## config.mk

```make
export PLATFORM = sky130hd
export DESIGN_NAME = swd_xfer_seq
export DESIGN_NICKNAME = d
export VERILOG_FILES = /design/src/rtl/swd_seq_pkg.sv /design/src/rtl/swd_req_encoder.sv /design/src/rtl/swd_idle_chunker.sv /design/src/rtl/swd_rsp_capture.sv /design/src/rtl/swd_xfer_seq.sv
export SDC_FILE = /design/constraint.sdc
export NUM_CORES = 1
export LEC_CHECK = 0
export ABC_AREA = 0
export BUFFER_PORTS_ARGS = -buffer_cell sky130_fd_sc_hd__buf_2
export CORE_MARGIN = 2
export CORE_UTILIZATION = 51
export CTS_CLUSTER_DIAMETER = 200
export DETAILED_ROUTE_END_ITERATION = 12
export MAX_ROUTING_LAYER = met4
export PLACE_DENSITY_LB_ADDON = 0.08
export RECOVER_POWER = 100
export SLEW_MARGIN = 20
export SYNTH_ARGS = -nofsm -noshare
export SYNTH_HDL_FRONTEND = slang
export SYNTH_SLANG_ARGS = --single-unit
```

## constraint.sdc

```tcl
create_clock -name clk -period 2.77 [get_ports clk]
set_input_delay 0.6925 -clock clk [delete_from_list [all_inputs] [get_ports clk]]
set_output_delay 0.6925 -clock clk [all_outputs]
set_load 0.02 [all_outputs]
```

## src/rtl/swd_seq_pkg.sv

```systemverilog
package swd_seq_pkg;

  localparam int WORD_W = 32;
  localparam int PKT_W  = WORD_W + 1;
  localparam int TURN_W = 2;
  localparam int ACK_W  = 3;
  localparam int REQ_W  = 8;

  localparam logic [ACK_W-1:0] ACK_OK    = 3'b001;
  localparam logic [ACK_W-1:0] ACK_WAIT  = 3'b010;
  localparam logic [ACK_W-1:0] ACK_FAULT = 3'b100;

  typedef enum logic [3:0] {
    ST_IDLE, ST_REQ, ST_ACK, ST_ACK_WT, ST_RDAT, ST_RDAT_WT, ST_TURN,
    ST_WDAT, ST_IDLECLK, ST_DRD, ST_DRD_WT, ST_DWR, ST_BOFF, ST_BOFF_WT,
    ST_DONE
  } seq_state_e;

  // Request packet, bit 0 leaves the pin first.
  function automatic logic [REQ_W-1:0] build_request(logic apndp, logic rnw,
                                                     logic [1:0] addr);
    logic par;
    par = apndp ^ rnw ^ addr[0] ^ addr[1];
    return {1'b1, 1'b0, par, addr[1], addr[0], rnw, apndp, 1'b1};
  endfunction

  function automatic logic word_parity(logic [WORD_W-1:0] w);
    return ^w;
  endfunction

  // Drop the turnaround bits that lead the acknowledge.
  function automatic logic [ACK_W-1:0] ack_from_rsp(logic [PKT_W-1:0] rsp,
                                                    logic [TURN_W-1:0] turn_m1);
    logic [TURN_W:0]  shift;
    logic [PKT_W-1:0] moved;
    shift = {1'b0, turn_m1} + 1'b1;
    moved = rsp >> shift;
    return moved[ACK_W-1:0];
  endfunction

endpackage

```

## src/rtl/swd_req_encoder.sv

```systemverilog
module swd_req_encoder
  import swd_seq_pkg::*;
(
  input  logic             apndp,
  input  logic             rnw,
  input  logic [1:0]       addr,
  output logic [REQ_W-1:0] req_byte
);
  assign req_byte = build_request(apndp, rnw, addr);
endmodule

```

## src/rtl/swd_idle_chunker.sv

```systemverilog
module swd_idle_chunker #(
  parameter int CNT_W  = 8,
  parameter int IDLE_W = 16
) (
  input  logic              clk,
  input  logic              rst_n,
  input  logic              load,
  input  logic [IDLE_W-1:0] load_cnt,
  input  logic              take,
  output logic [CNT_W-1:0]  chunk_m1,
  output logic              last,
  output logic              none
);
  localparam logic [IDLE_W-1:0] CHUNK = IDLE_W'(2 ** CNT_W);

  logic [IDLE_W-1:0] remain;

  always_ff @(posedge clk or negedge rst_n) begin
    if (!rst_n)    remain <= '0;
    else if (load) remain <= load_cnt;
    else if (take) remain <= last ? '0 : remain - CHUNK;
  end

  assign last     = (remain <= CHUNK);
  assign none     = (remain == '0);
  assign chunk_m1 = last ? CNT_W'(remain - IDLE_W'(1)) : {CNT_W{1'b1}};
endmodule

```

## src/rtl/swd_rsp_capture.sv

```systemverilog
module swd_rsp_capture
  import swd_seq_pkg::*;
(
  input  logic              clk,
  input  logic              rst_n,
  input  logic              clear,
  input  logic              ack_take,
  input  logic              data_take,
  input  logic [TURN_W-1:0] turn_m1,
  input  logic [PKT_W-1:0]  rsp_data,
  output logic [ACK_W-1:0]  ack,
  output logic [WORD_W-1:0] rdata,
  output logic              perr
);
  always_ff @(posedge clk or negedge rst_n) begin
    if (!rst_n) begin
      ack   <= '0;
      rdata <= '0;
      perr  <= 1'b0;
    end else if (clear) begin
      ack   <= '0;
      rdata <= '0;
      perr  <= 1'b0;
    end else begin
      if (ack_take) ack <= ack_from_rsp(rsp_data, turn_m1);
      if (data_take) begin
        rdata <= rsp_data[WORD_W-1:0];
        perr  <= word_parity(rsp_data[WORD_W-1:0]) != rsp_data[WORD_W];
      end
    end
  end
endmodule

```

## src/rtl/swd_xfer_seq.sv

```systemverilog
module swd_xfer_seq
  import swd_seq_pkg::*;
#(
  parameter int CNT_W  = 8,
  parameter int IDLE_W = 16
) (
  input  logic              clk,
  input  logic              rst_n,
  input  logic              start,
  input  logic              req_apndp,
  input  logic              req_rnw,
  input  logic [1:0]        req_addr,
  input  logic [31:0]       wdata,
  input  logic [1:0]        turn_m1,
  input  logic [IDLE_W-1:0] idle_cycles,
  input  logic              data_phase,
  output logic              cmd_valid,
  input  logic              cmd_ready,
  output logic              cmd_read,
  output logic              cmd_oe,
  output logic [CNT_W-1:0]  cmd_cnt_m1,
  output logic [32:0]       cmd_wdata,
  input  logic              rsp_valid,
  input  logic [32:0]       rsp_data,
  output logic              busy,
  output logic              done,
  output logic [2:0]        ack,
  output logic [31:0]       rdata,
  output logic              parity_err
);
  localparam logic [CNT_W-1:0] M1_REQ   = CNT_W'(REQ_W - 1);
  localparam logic [CNT_W-1:0] M1_PKT   = CNT_W'(PKT_W - 1);
  localparam logic [CNT_W-1:0] M1_WORD  = CNT_W'(WORD_W - 1);
  localparam logic [CNT_W-1:0] ACK_ADD  = CNT_W'(ACK_W);
  localparam logic [CNT_W-1:0] BOFF_ADD = CNT_W'(PKT_W);

  seq_state_e st, st_nx;

  logic              lat_apndp, lat_rnw, lat_dp;
  logic [1:0]        lat_addr;
  logic [TURN_W-1:0] lat_turn;
  logic [WORD_W-1:0] lat_wdata;

  // Named events used by the logic and by the checker.
  logic xfer_start, cmd_fire, rd_wait, rsp_take, ack_take, data_take, chunk_take;
  logic [ACK_W-1:0] fresh_ack;
  logic [REQ_W-1:0] req_byte;
  logic [CNT_W-1:0] chunk_m1, turn_ext;
  logic             chunk_last, idle_none;

  assign xfer_start = start && (st == ST_IDLE);
  assign cmd_fire   = cmd_valid && cmd_ready;
  assign rd_wait    = (st == ST_ACK_WT) || (st == ST_RDAT_WT) ||
                      (st == ST_DRD_WT) || (st == ST_BOFF_WT);
  assign rsp_take   = rd_wait && rsp_valid;
  assign ack_take   = rsp_take && (st == ST_ACK_WT);
  assign data_take  = rsp_take && (st == ST_RDAT_WT);
  assign chunk_take = cmd_fire && (st == ST_IDLECLK);
  assign fresh_ack  = ack_from_rsp(rsp_data, lat_turn);
  assign turn_ext   = CNT_W'(lat_turn);

  always_ff @(posedge clk or negedge rst_n) begin
    if (!rst_n) begin
      lat_apndp <= 1'b0;
      lat_rnw   <= 1'b0;
      lat_addr  <= '0;
      lat_turn  <= '0;
      lat_dp    <= 1'b0;
      lat_wdata <= '0;
    end else if (xfer_start) begin
      lat_apndp <= req_apndp;
      lat_rnw   <= req_rnw;
      lat_addr  <= req_addr;
      lat_turn  <= turn_m1;
      lat_dp    <= data_phase;
      lat_wdata <= wdata;
    end
  end

  swd_req_encoder u_req (
    .apndp    (lat_apndp),
    .rnw      (lat_rnw),
    .addr     (lat_addr),
    .req_byte (req_byte)
  );

  swd_idle_chunker #(.CNT_W(CNT_W), .IDLE_W(IDLE_W)) u_idle (
    .clk      (clk),
    .rst_n    (rst_n),
    .load     (xfer_start),
    .load_cnt (idle_cycles),
    .take     (chunk_take),
    .chunk_m1 (chunk_m1),
    .last     (chunk_last),
    .none     (idle_none)
  );

  swd_rsp_capture u_cap (
    .clk       (clk),
    .rst_n     (rst_n),
    .clear     (xfer_start),
    .ack_take  (ack_take),
    .data_take (data_take),
    .turn_m1   (lat_turn),
    .rsp_data  (rsp_data),
    .ack       (ack),
    .rdata     (rdata),
    .perr      (parity_err)
  );

  always_ff @(posedge clk or negedge rst_n) begin
    if (!rst_n) st <= ST_IDLE;
    else        st <= st_nx;
  end

  always_comb begin
    st_nx = st;
    unique case (st)
      ST_IDLE:    if (xfer_start) st_nx = ST_REQ;
      ST_REQ:     if (cmd_fire) st_nx = ST_ACK;
      ST_ACK:     if (cmd_fire) st_nx = ST_ACK_WT;
      ST_ACK_WT:
        if (rsp_valid) begin
          if (fresh_ack == ACK_OK)
            st_nx = lat_rnw ? ST_RDAT : ST_TURN;
          else if (fresh_ack == ACK_WAIT || fresh_ack == ACK_FAULT)
            st_nx = (lat_dp && lat_rnw) ? ST_DRD : ST_TURN;
          else
            st_nx = ST_BOFF;
        end
      ST_RDAT:    if (cmd_fire) st_nx = ST_RDAT_WT;
      ST_RDAT_WT: if (rsp_valid) st_nx = ST_TURN;
      ST_TURN:
        if (cmd_fire) begin
          if (ack == ACK_OK)
            st_nx = !lat_rnw ? ST_WDAT : (idle_none ? ST_DONE : ST_IDLECLK);
          else
            st_nx = (lat_dp && !lat_rnw) ? ST_DWR : ST_DONE;
        end
      ST_WDAT:    if (cmd_fire) st_nx = idle_none ? ST_DONE : ST_IDLECLK;
      ST_IDLECLK: if (cmd_fire && chunk_last) st_nx = ST_DONE;
      ST_DRD:     if (cmd_fire) st_nx = ST_DRD_WT;
      ST_DRD_WT:  if (rsp_valid) st_nx = ST_TURN;
      ST_DWR:     if (cmd_fire) st_nx = ST_DONE;
      ST_BOFF:    if (cmd_fire) st_nx = ST_BOFF_WT;
      ST_BOFF_WT: if (rsp_valid) st_nx = ST_DONE;
      ST_DONE:    st_nx = ST_IDLE;
      default:    st_nx = ST_IDLE;
    endcase
  end

  always_comb begin
    cmd_valid  = 1'b1;
    cmd_read   = 1'b0;
    cmd_oe     = 1'b0;
    cmd_cnt_m1 = '0;
    cmd_wdata  = '0;
    unique case (st)
      ST_REQ: begin
        cmd_oe     = 1'b1;
        cmd_cnt_m1 = M1_REQ;
        cmd_wdata  = PKT_W'(req_byte);
      end
      ST_ACK: begin
        cmd_read   = 1'b1;
        cmd_cnt_m1 = turn_ext + ACK_ADD;
      end
      ST_RDAT, ST_DRD: begin
        cmd_read   = 1'b1;
        cmd_cnt_m1 = M1_PKT;
      end
      ST_TURN: cmd_cnt_m1 = turn_ext;
      ST_WDAT: begin
        cmd_oe     = 1'b1;
        cmd_cnt_m1 = M1_PKT;
        cmd_wdata  = {word_parity(lat_wdata), lat_wdata};
      end
      ST_IDLECLK: begin
        cmd_oe     = 1'b1;
        cmd_cnt_m1 = chunk_m1;
      end
      ST_DWR: begin
        cmd_oe     = 1'b1;
        cmd_cnt_m1 = M1_WORD;
      end
      ST_BOFF: begin
        cmd_read   = 1'b1;
        cmd_cnt_m1 = turn_ext + BOFF_ADD;
      end
      default: cmd_valid = 1'b0;
    endcase
  end

  assign busy = (st != ST_IDLE);
  assign done = (st == ST_DONE);

endmodule

```

## Yosys cells after proc, flatten, opt, wreduce, memory -nomap -nowiden

Cells that the tools add are included.

- Output and inout port bits: 82
- Register bits: 95
- Input port bits: 93
- Word-level logic and storage cells: 118

- Bitwise operators: 3
- Multiplexer cells: 37
- Equality and inequality tests: 32
- Add/subtract/negate cells: 5
- Shifts and indexed selects: 1
- Order comparisons: 1
- Reductions and logical operators: 28

Operators by type and width:

| kind | number |
|---|---|
| $mux W4 | 18 |
| $pmux W33 S2 | 1 |
| $mux W32 | 2 |
| $reduce_xor A32 Y1 | 2 |
| $pmux W8 S7 | 1 |
| $pmux W4 S13 | 1 |
| $mux W16 | 3 |
| $shr A33 B3 Y3 | 1 |
| $eq A4 B4 Y1 const B | 7 |
| $ne A2 B2 Y1 const B | 10 |
| $eq A4 B3 Y1 const B | 4 |
| $le A16 B9 Y1 const B | 1 |
| $logic_not A16 Y1 | 1 |
| $sub A16 B9 Y16 const B | 1 |
| $reduce_and A13 Y1 | 1 |
| $mux W3 | 4 |
| $logic_and A1 B1 Y1 | 9 |
| $reduce_or A9 Y1 | 1 |
| $eq A4 B2 Y1 const B | 2 |
| $mux W8 | 1 |
| $reduce_or A4 Y1 | 2 |
| $sub A8 B1 Y8 const B | 1 |
| $add A2 B6 Y7 const B | 1 |
| $eq A3 B1 Y1 const B | 2 |
| 17 further kinds | 30 |

## Logic depth before layout (Yosys ltp)

- Word-level depth: 8
- Gate-level depth with buffers: 9
- Depth with buffers taken out: 8

## Cells and area by module

A second synthesis with hierarchy kept.

- Cell total of the unflattened synthesis: 668
- Area, all modules: 5940.7 um^2

By module, submodules not included:

| module | sequential area each (um^2) | area each (um^2) | cells an instance | instances |
|---|---|---|---|---|
| swd_xfer_seq | 1076.0 | 2887.8 | 369 | 1 |
| swd_rsp_capture | 900.9 | 1818.0 | 152 | 1 |
| swd_idle_chunker | 400.4 | 1148.6 | 135 | 1 |
| swd_req_encoder | 0.0 | 86.3 | 12 | 1 |

## Least setup slack after synthesis

Ideal clock, no wire load.

- Kind: reg-to-output
- Start: register u_idle.remain[0]
- End: output port cmd_cnt_m1[5]
- Buffers on the path: 0
- Slack: 309 ps
- Stages on the path, launching flop included: 9
- Data arrival time: 1769 ps
- Required time: 2078 ps
- Path through: dfrtp_1 -> inv_1 -> ha_1 -> nor3b_1 -> a31oi_1 -> nor2_1 -> nand2_1 -> a21oi_1 -> o31ai_1

- Cells in the longest elaborated chain, start to end: 3
- Elaborated cells between the ends (all ways): 4
- Those cells by class: add/sub: 1; order compare: 1; mux: 2

RTL lines:

| item | line | text |
|---|---|---|
| start, declared | swd_idle_chunker.sv:16 | `logic [IDLE_W-1:0] remain;` |
| start signal, assigned | swd_idle_chunker.sv:20 | `else if (load) remain <= load_cnt;` |
| start signal, assigned | swd_idle_chunker.sv:21 | `else if (take) remain <= last ? '0 : remain - CHUNK;` |
| $le A16 B9 Y1 or $sub A8 B1 Y8 (tied branches) | swd_idle_chunker.sv:24, swd_idle_chunker.sv:26 |  |
| $mux W8 (*) | swd_idle_chunker.sv:26 | `assign chunk_m1 = last ? CNT_W'(remain - IDLE_W'(1)) : {CNT_W{1'b1}};` |
| $pmux W8 S7 (*) | swd_xfer_seq.sv:158 | `unique case (st)` |
| end, declared | swd_xfer_seq.sv:21 | `output logic [CNT_W-1:0] cmd_cnt_m1,` |

Mark *: on every way between the ends. The rest lies on a longest branch, timed or not.

## Worst setup path in the final report

Same ends and word-level chain as after synthesis.

==> reports/metrics.yaml <==
power_and_ir_drop:
  p_int_mw: 4.77
  powerDensity_mw_per_mm2: 1260
  p_clk_share_pct: 11.1
  finalPower_mw: 8.69
  power_switching_mw: 3.93
  ir_worst_vdd_uv: 769
  seq_power_share_pct: 31.1
  swShare_pct: 45.2
  p_leak_nw: 3.44
  pwr-share-comb_pct: 57.9
sta:
  tightest_slew_ps: 1300
  hold_ws_ps: 490
  finalCritPeriodShare_pct: 103
  finalClockSkew_ps: 14.0
  max_freq_mhz: 351
  finalCriticalPeriod_ps: 2850
  fin_tns_setup_ps: -149
  slew-limit-headroom_pct: 13.6
  slew_viol_final: 0
  rsz0062_at_grt: "true"
  setup_viol: 4
  finalWorstSetupSlack_ps: -82.5
  hold_viol_final: 0
detailed_routing:
  routed-via-count: 4976
  drt-pass1-iter-count: 5
  post_drt_wl_per_cell_um: 15.7
  vias_per_cell: 5.44
  remaining_drc_errors: 0
  ant_nets: 0
  finalWirelength_mm: 14.4
  drt_iter0_drc: 311
floorplan:
  rows: 37
  die_w_um: 107
  start_util_pct: 52.2
  design.die.area_mm2: 0.0113
  core-area_mm2: 0.0103
  die_y_um: 107
  num_io_pins: 175
min_path:
  hp-class: "in2reg"
  min_from: "data_phase"
synthesis:
  synth.avg_cell_area_um2: 9.23
  synthFlopType: "dfrtp_1"
  syn_area_mm2: 0.00536
  yosysSeqAreaShare_pct: 44.3
  synth-edff-count: 0
  synth_seq_cells: 95
  yosys_warnings: 0
  synth_cell_types: 52
  synthCells: 581
  syn_nets: 680
  async_flop_share_pct: 100
worst_setup_path:
  regToRegStartpoint: "st[2]$_DFFE_PN0P_"
  crit_type: "reg2out"
  crit_path_start: "u_idle.remain[0]$_DFFE_PN0P_"
  crit_slowest_cell: "dfrtp_1"
  slowest_delay_ps: 410
  r2r_setup_slack_ps: 300
  critical_path_buf_inv_count: 3
  startpoint_type: "register"
  end_kind: "output pin"
  path_max_fanout: 5
  cp_top_family: "simple AND/OR/NAND/NOR gates"
  cp_cell_sequence: "inv_2 -> ha_4 -> nor3b_4 -> a31oi_4 -> buf_6 -> nor2_4 -> nand2_1 -> a21oi_1 -> o31ai_1 -> buf_2"
  required_ps: 2080
  cp.arrival_ps: 2160
finish:
  area_delta_synth_final_pct: 28.8
  final_common_cell: "nand2_1"
  final_cells: 914
  nets: 872
  antenna_cells: 0
  drive_gt1_share_pct: 30.1
  final_cell_mix: "139 x nand2_1, 138 x buf_2, 89 x dfrtp_1"
  n_fill_cell: 901
grt:
  grt_pass1_vias: 4684
  grt_max_degree: 61
  overflow: 0
  grt_pass1_wl_mm: 22.7
  grt_use_total_pct: 26.3
  grt_antenna_before_repair: 0
cts:
  cts_tree: "yes"
  clockRootBuffer: "clkbuf_8"
  cts-hold-fix-buffers: 0
  clk_pin_slew_worst_paths_ps: 100
  cts_made_buffers: 9
  cts_max_level: 3
  cts_buffer_depth: 2
  clock-sinks: 95
  insertion_delay_ps: 390
placement:
  dpl.hpwl_mm: 9.91
  dp.cells: 877
  place_congestion: 0.924
  io_buffers: 174
outcome:
  outcome: "finished, violations left"
  violations: "negative setup slack"
run:
  maxCapViolCount: 0
[cells by family after synthesis]
kind of cell / share of synthesized area [%]
XOR/XNOR: 12.0
AND/OR/NAND/NOR: 20.1
buffers and inverters: 3.45
flip-flops: 44.3
adder cells (fa/ha/maj): 1.40
multiplexers: 1.98
AO/OA/AOI/OAI: 16.7
[worst reg2reg max path: cells and delay by family, from the launching register on]
family | cells | cell delay, ps
AOI/OAI and AO/OA | 2 | 360
buffers and inverters | 1 | 970
and+or+nand+nor | 2 | 560
DFF | 1 | 490
[final cells by class]
class                           instances  area (um2)  area share [%]
Clock inverter                          5        61.3           0.888
Sequential cell                        95        2380            34.5
Tap cell                              136         170            2.46
Clock buffer                           11         141            2.05
Multi-Input combinational cell        442        2960            42.9
Timing Repair Buffer                  213        1140            16.5
Inverter                               12        45.0           0.652
[through the flow]
stage	instance area [um2]	utilization (%)	setup slack [ps]
finish	6900	67.2	-82.5
floorplan	5360	-	309
global placement	6430	62.6	226
detailed placement	6430	62.6	200
global route	6900	67.2	-177
CTS	6730	65.5	-49.3
[what timing repair did]
action,CTS,global route
gates resized for setup,13,33
endpoints found under the setup margin,8,41
pin swaps,7,15
cloned,0,1
buffers inserted,4,16
[path summary, 6_finish.rpt]
| kind | endpoint | depth (start not counted) |
|---|---|---|
| worst min register to register | u_cap.rdata[26]$_DFFE_PN0P_ | 1 |
| worst max register to register | u_idle.remain[8]$_DFFE_PN0P_ | 5 |
| max in group asynchronous | st[0]$_DFFE_PN0P_ | 2 |
| worst min-delay path | lat_dp$_DFFE_PN0P_ | 3 |
| worst max-delay path | cmd_cnt_m1[5] | 10 |
| min in group asynchronous | u_idle.remain[9]$_DFFE_PN0P_ | 1 |
[power groups by stage]
stage | sequential (mW) | combinational (mW) | clock [mW]
CTS | 2.67 | 4.81 | 0.995
global placement | 2.64 | 4.65 | 0
finish | 2.70 | 5.03 | 0.963
floorplan | 2.81 | 3.24 | 0
global route | 2.80 | 5.53 | 1.04
detailed placement | 2.67 | 4.69 | 0
[registers in the layout (all words and copies together) (netlist names)]
register / count
u_cap.ack: 3
lat_apndp: 1
lat_turn: 2
lat_wdata: 32
u_cap.perr: 1
lat_dp: 1
u_cap.rdata: 32
lat_addr: 2
lat_rnw: 1
u_idle.remain: 16
st: 4
[cells in the mapped netlist, types with 6 or more instances]
library cell	count	area (um2)
buf_2	10	50.1
nand3_1	8	40.0
clkbuf_1	20	75.1
a21oi_1	18	90.1
a22o_1	47	412
and2_1	27	169
dfrtp_1	95	2380
o21ai_0	27	135
ha_1	6	75.1
nor3_1	11	55.1
nor2_1	17	63.8
inv_1	12	45.0
a221o_1	6	60.1
nor3b_1	6	45.0
xor2_1	12	105
xnor2_1	59	517
nand2_1	141	529
[layer usage]
metal | up-vias | GRT usage, % | routed length (um)
met4 | 0 | 8.53 | 254
li1 | 2371 | - | -
met5 | - | - | 0
met3 | 22 | 6.32 | 991
met2 | 192 | 40.4 | 7100
met1 | 2391 | 34.6 | 6040
Note: power is estimated with default switching activity, not from simulation.
